## src/rtl/idle_pkg.sv

```systemverilog
package idle_pkg;

   typedef enum logic [2:0] {
      ST_RUN   = 3'd0,
      ST_HDLY  = 3'd1,
      ST_HALE  = 3'd2,
      ST_HALT  = 3'd3,
      ST_HHOLD = 3'd4,
      ST_WAIT  = 3'd5
   } idle_st_e;

   function automatic logic is_halt(input idle_st_e s);
      return (s == ST_HDLY) || (s == ST_HALE) || (s == ST_HALT) || (s == ST_HHOLD);
   endfunction

endpackage

```

## src/rtl/idle_sync.sv

```systemverilog
module idle_sync #(
   parameter int   STAGES  = 2,
   parameter logic RST_VAL = 1'b1
) (
   input  logic clk,
   input  logic reset,
   input  logic d,
   output logic q
);

   if (STAGES < 0) begin : g_bad_stages
      $error("idle_sync: STAGES must not be negative");
   end

   if (STAGES == 0) begin : g_thru
      assign q = d;
   end else begin : g_chain
      logic [STAGES-1:0] sr;
      always_ff @(posedge clk) begin
         if (reset) begin
            sr <= {STAGES{RST_VAL}};
         end else begin
            sr[0] <= d;
            for (int i = 1; i < STAGES; i++) begin
               sr[i] <= sr[i-1];
            end
         end
      end
      assign q = sr[STAGES-1];
   end

endmodule

```

## src/rtl/idle_irq.sv

```systemverilog
module idle_irq (
   input  logic clk,
   input  logic reset,
   input  logic nmi,
   input  logic intr,
   input  logic int_en,
   input  logic take,
   output logic irq_req
);

   logic nmi_d;
   logic nmi_pend;
   logic nmi_edge;

   assign nmi_edge = nmi & ~nmi_d;
   assign irq_req  = nmi_pend | nmi_edge | (intr & int_en);

   always_ff @(posedge clk) begin
      if (reset) begin
         nmi_d    <= 1'b0;
         nmi_pend <= 1'b0;
      end else begin
         nmi_d    <= nmi;
         nmi_pend <= (nmi_pend | nmi_edge) & ~take;
      end
   end

   AST_NMI_KEPT: assert property (@(posedge clk) disable iff (reset)
      (nmi_pend && !take) |=> nmi_pend);

endmodule

```

## src/rtl/idle_fsm.sv

```systemverilog
module idle_fsm
   import idle_pkg::*;
#(
   parameter int               ALE_DELAY    = 1,
   parameter int               STAT_W       = 3,
   parameter logic [STAT_W-1:0] HALT_CODE    = 3'b011,
   parameter logic [STAT_W-1:0] PASSIVE_CODE = 3'b111
) (
   input  logic              clk,
   input  logic              reset,
   input  logic              halt_cmd,
   input  logic              wait_cmd,
   input  logic              hold,
   input  logic              hlda,
   input  logic              test_s,
   input  logic              irq_req,
   output logic              take,
   output logic [STAT_W-1:0] status,
   output logic              ale,
   output logic              int_take,
   output logic              resume
);

   localparam int CNT_W = (ALE_DELAY > 1) ? $clog2(ALE_DELAY) : 1;
   localparam logic [CNT_W-1:0] CNT_LAST = CNT_W'(ALE_DELAY - 1);

   if (ALE_DELAY < 1) begin : g_bad_delay
      $error("idle_fsm: ALE_DELAY must be at least 1");
   end
   if (HALT_CODE == PASSIVE_CODE) begin : g_bad_codes
      $error("idle_fsm: halt and passive codes must differ");
   end

   idle_st_e         st, st_n;
   logic [CNT_W-1:0] cnt, cnt_n;
   logic             bus_ok;
   logic             res_c;

   always_comb begin
      st_n   = st;
      cnt_n  = cnt;
      bus_ok = ~hlda & ~hold;
      take   = (st != ST_RUN) && bus_ok && irq_req;
      res_c  = (st == ST_WAIT) && bus_ok && !irq_req && !test_s;
      unique case (st)
         ST_RUN: begin
            if (halt_cmd) begin
               st_n  = ST_HDLY;
               cnt_n = '0;
            end else if (wait_cmd) begin
               st_n = ST_WAIT;
            end
         end
         ST_HDLY, ST_HALE, ST_HALT: begin
            if (hold) begin
               st_n = ST_HHOLD;
            end else if (take) begin
               st_n = ST_RUN;
            end else if (st == ST_HDLY) begin
               if (cnt == CNT_LAST) st_n = ST_HALE;
               else                 cnt_n = cnt + 1'b1;
            end else begin
               st_n = ST_HALT;
            end
         end
         ST_HHOLD: begin
            if (!hold) st_n = ST_HALE;
         end
         ST_WAIT: begin
            if (take || res_c) st_n = ST_RUN;
         end
         default: st_n = ST_RUN;
      endcase
   end

   always_ff @(posedge clk) begin
      if (reset) begin
         st       <= ST_RUN;
         cnt      <= '0;
         int_take <= 1'b0;
         resume   <= 1'b0;
      end else begin
         st       <= st_n;
         cnt      <= cnt_n;
         int_take <= take;
         resume   <= res_c;
      end
   end

   assign status = is_halt(st) ? HALT_CODE : PASSIVE_CODE;
   assign ale    = (st == ST_HALE);

   AST_ALE_SINGLE: assert property (@(posedge clk) disable iff (reset)
      ale |=> !ale);

   AST_WAIT_QUIET: assert property (@(posedge clk) disable iff (reset)
      $past(st == ST_WAIT) && (st == ST_WAIT) |-> (status == PASSIVE_CODE) && !ale);

endmodule

```

## src/rtl/idle_ctl.sv

```systemverilog
module idle_ctl #(
   parameter int                ALE_DELAY    = 1,
   parameter int                SYNC_STAGES  = 2,
   parameter int                STAT_W       = 3,
   parameter logic [STAT_W-1:0] HALT_CODE    = 3'b011,
   parameter logic [STAT_W-1:0] PASSIVE_CODE = 3'b111
) (
   input  logic              clk,
   input  logic              reset,
   input  logic              halt_cmd,
   input  logic              wait_cmd,
   input  logic              test_n,
   input  logic              intr,
   input  logic              int_en,
   input  logic              nmi,
   input  logic              hold,
   output logic [STAT_W-1:0] status,
   output logic              ale,
   output logic              hlda,
   output logic              out_en,
   output logic              resume,
   output logic              int_take
);

   if (STAT_W != 3) begin : g_bad_width
      $error("idle_ctl: status carries exactly three lines");
   end

   logic hlda_q;
   logic test_s;
   logic irq_req;
   logic take;

   always_ff @(posedge clk) begin
      if (reset) hlda_q <= 1'b0;
      else       hlda_q <= hold;
   end

   assign hlda   = hlda_q;
   assign out_en = ~hlda_q;

   idle_sync #(
      .STAGES  (SYNC_STAGES),
      .RST_VAL (1'b1)
   ) test_sync_i (
      .clk   (clk),
      .reset (reset),
      .d     (test_n),
      .q     (test_s)
   );

   idle_irq irq_i (
      .clk     (clk),
      .reset   (reset),
      .nmi     (nmi),
      .intr    (intr),
      .int_en  (int_en),
      .take    (take),
      .irq_req (irq_req)
   );

   idle_fsm #(
      .ALE_DELAY    (ALE_DELAY),
      .STAT_W       (STAT_W),
      .HALT_CODE    (HALT_CODE),
      .PASSIVE_CODE (PASSIVE_CODE)
   ) fsm_i (
      .clk      (clk),
      .reset    (reset),
      .halt_cmd (halt_cmd),
      .wait_cmd (wait_cmd),
      .hold     (hold),
      .hlda     (hlda_q),
      .test_s   (test_s),
      .irq_req  (irq_req),
      .take     (take),
      .status   (status),
      .ale      (ale),
      .int_take (int_take),
      .resume   (resume)
   );

   AST_ALE_NOT_IN_HOLD: assert property (@(posedge clk) disable iff (reset)
      hlda |-> !ale);

   AST_TAKE_RESUME_EXCL: assert property (@(posedge clk) disable iff (reset)
      !(int_take && resume));

   AST_ACT_OWNS_BUS: assert property (@(posedge clk) disable iff (reset)
      (int_take || resume) |-> !hlda);

   AST_TAKE_LEAVES_HALT: assert property (@(posedge clk) disable iff (reset)
      int_take |-> (status == PASSIVE_CODE));

endmodule

```

## config.mk

```make
export PLATFORM = sky130hd
export DESIGN_NAME = idle_ctl
export DESIGN_NICKNAME = d
export VERILOG_FILES = /design/src/rtl/idle_pkg.sv /design/src/rtl/idle_sync.sv /design/src/rtl/idle_irq.sv /design/src/rtl/idle_fsm.sv /design/src/rtl/idle_ctl.sv
export SDC_FILE = /design/constraint.sdc
export NUM_CORES = 1
export LEC_CHECK = 0
export ABC_AREA = 1
export BUFFER_PORTS_ARGS = -buffer_cell sky130_fd_sc_hd__buf_2
export CORE_AREA = 2 2 39 41
export CTS_CLUSTER_DIAMETER = 50
export DETAILED_ROUTE_END_ITERATION = 16
export DIE_AREA = 0 0 41 43
export GPL_ROUTABILITY_DRIVEN = 0
export MAX_ROUTING_LAYER = met4
export RECOVER_POWER = 50
export SKIP_LAST_GASP = 1
export SYNTH_ARGS = -nofsm -noshare
export SYNTH_HDL_FRONTEND = slang
export SYNTH_HIERARCHICAL = 1
export SYNTH_SLANG_ARGS = --single-unit
```

## constraint.sdc

```tcl
create_clock -name clk -period 2.3 [get_ports clk]
set_clock_uncertainty 0.05 [all_clocks]
set_input_delay 0.46 -clock clk [delete_from_list [all_inputs] [get_ports clk]]
set_output_delay 0.46 -clock clk [all_outputs]
set_load 0.05 [all_outputs]
```

==> flow_metrics.py <==
metrics = {
    "floorplan": {
        "initial_utilization_pct": 35.9,
        "fp.coreArea_sq_um": 1380,
        "dieArea_sq_um": 1760,
        "die_x_um": 41,
        "die_y_um": 43,
        "io_pins": 17,
        "std_cell_rows": 14,
    },
    "logic_synthesis": {
        "syn_area_per_cell_sq_um": 6.62,
        "yosysWarnings": 6,
        "synth.distinct_cells": 16,
        "synth_cells": 75,
        "yosysSeqAreaShare_pct": 40.3,
        "synth_top_area_share_pct": 40.3,
        "synth.cell_area_sq_um": 497,
        "yosys.area.top_type": "dfxtp_1",
        "synth_seq_cells": 10,
        "synth.top_cells.by_area": "dfxtp_1 40%, inv_1 13%, nand2_1 12%",
    },
    "worst_setup_path": {
        "crit_chain": "nor2_4, nor2_2, nor2_1, buf_2",
        "critPathRequiredTime_ns": 1.79,
        "arrival_ns": 1.20,
        "slowest_stage": "dfxtp_1",
        "cp_max_fo": 6,
        "critPathMaxStageDelay_ns": 0.33,
        "end_kind": "output pin",
        "path_class": "reg2out",
        "cp-start-kind": "flop",
    },
    "cells_and_area": {
        "layout-drive-gt1-share_pct": 26.1,
        "final.fill_count": 163,
        "postLayoutCellArea_sq_um": 607,
        "num_antenna_cells": 0,
        "area_growth_pct": 22.2,
        "nets": 102,
    },
    "routing": {
        "post_drt_wl_per_cell_um": 7.83,
        "drc": 0,
        "via_count": 457,
        "drt-vias-per-instance": 4.23,
        "wirelength_um": 846,
        "ant_nets": 0,
        "drt_iter0_drc": 4,
        "dr.pass1.iters": 4,
    },
    "clocking": {
        "htree_levels": 1,
        "worstSkewPairLatency_ns": 0.26,
        "post_cts_resized": 0,
        "cts.clk_slew.worst_paths_ns": 0.06,
        "cts.sinks": 10,
        "root_buffer": "clkbuf_4",
        "postCtsSetupRepairBufs": 0,
        "clock_path_buffers": 2,
        "cts_buffers": 3,
        "cts_hold_buf": 0,
        "cts_tree": "built",
    },
    "global_routing": {
        "grt_pass1_vias": 364,
        "grt_pass1_wl_um": 1380,
        "grt-ovfl-total": 0,
        "antenna_found_initial": 0,
        "grt_max_degree": 9,
        "grt_usage_pct": 12.2,
    },
    "sta": {
        "setup_tns_ns": 0,
        "setup_slack_ns": 0.595,
        "fin_crit_sh_pct": 74.2,
        "setup_violations": 0,
        "rsz0062_at_grt": "no",
        "hold_viol_final": 0,
        "max_freq_ghz": 0.586,
        "finalCriticalPeriod_ns": 1.71,
        "report.final.slew_viol_count": 0,
    },
    "pwr": {
        "cellPowerDensity_nw_per_um2": 1120,
        "finalPower_mw": 0.680,
        "worst_ir_drop_vdd_v": 0.000361,
        "leakage_nw": 0.336,
    },
    "min_path": {
        "hp-class": "in2reg",
    },
    "status": {
        "status": "completed",
    },
    "flow_run": {
        "maxCapViolations": 0,
    },
    "placement": {
        "dpl.hpwl_um": 665,
        "postPlaceCellArea_sq_um": 576,
        "port_buffers": 14,
        "post-place-ws_ns": 0.823,
    },
}
-- cell usage after synthesis --
cell type,number
a21oi_2,1
nor2_2,4
nor2_1,9
dfxtp_1,10
inv_1,17
nand3_1,4
o21ai_0,2
nor4_1,1
nor2_4,1
inv_2,1
a21oi_1,3
nand2_1,16
nand3_2,1
nor3_1,2
buf_4,2
conb_1,1
-- cell type report --
type	count	area, sq um	area share, %
timing repair buffer	14	68.8	11.3
sequential	10	200	33.0
inverter	18	67.6	11.1
clock buffer	4	36.3	5.98
multi-input combinational	46	214	35.3
tap	16	20.0	3.30
-- critical path, delay by kind of cell, from the launching register on --
kind,cells,cell delay (ns)
buffers and inverters,1,0.26
DFF,1,0.33
and+or+nand+nor,3,0.33
-- layer usage --
metal / global-route usage [%] / up-vias / wire, um
li1: - / 253 / -
met1: 15.4 / 192 / 406
met2: 15.6 / 10 / 393
met3: 4.71 / 2 / 42
met4: 8.00 / 0 / 4
met5: - / - / 0
-- report_power, final --
part	switching (mW)	total (mW)	leakage [nW]	internal [mW]
logic	0.209	0.295	0.232	0.0859
clock network	0.0566	0.153	0.0210	0.0959
registers	0.0309	0.232	0.0826	0.202
-- cells by family (layout without fill, tap and decap cells) --
group                  count (synthesis)  after routing  synth area share, %
other                                  1              2                0.755
AOI/OAI and AO/OA                      6              6                 6.80
and+or+nand+nor                       38             38                 35.5
buffers and inverters                 20             36                 16.6
DFF                                   10             10                 40.3
-- final timing paths --
check	end	startpoint	slack, ns	cells after the start
hold / removal	test_sync_i/g_chain.sr[0]$_SDFF_PP1_	test_n	0.32	3
setup / recovery	status[2]	fsm_i/st[1]$_SDFFE_PP0P_	0.59	4
setup reg to reg	fsm_i/st[0]$_SDFFE_PP0P_	irq_i/nmi_d$_SDFF_PP0_	1.09	9
hold reg to reg	fsm_i/resume$_SDFF_PP0_	test_sync_i/g_chain.sr[1]$_SDFF_PP1_	0.37	1
-- cell usage in the layout, fill, tap and decap left out --
cell type   n
nand3_1     4
nor2_2      4
clkbuf_8    1
o21ai_0     2
nor4_1      1
nor2_4      1
nand3_2     1
dfxtp_1    10
nor2_1      9
inv_1      17
buf_2      13
a21oi_1     4
clkbuf_4    3
nor3_1      2
clkbuf_1    1
nand2_1    16
conb_1      2
inv_2       1
-- registers in the layout (all words and copies together), names as in the netlist --
name,count
irq_i/nmi_d,1
fsm_i/int_take,1
irq_i/nmi_pend,1
test_sync_i/g_chain.sr,2
fsm_i/st,3
fsm_i/resume,1
hlda,1
-- stage by stage --
step	cells	hold slack, ns	util [%]
after floorplan	76	0.337	-
after detailed placement	104	0.350	41.6
after CTS	108	0.308	44.2
final	108	0.319	43.9
after global placement	104	0.343	41.6
after global routing	108	0.332	43.9
Note: power is estimated with default switching activity, not from simulation.
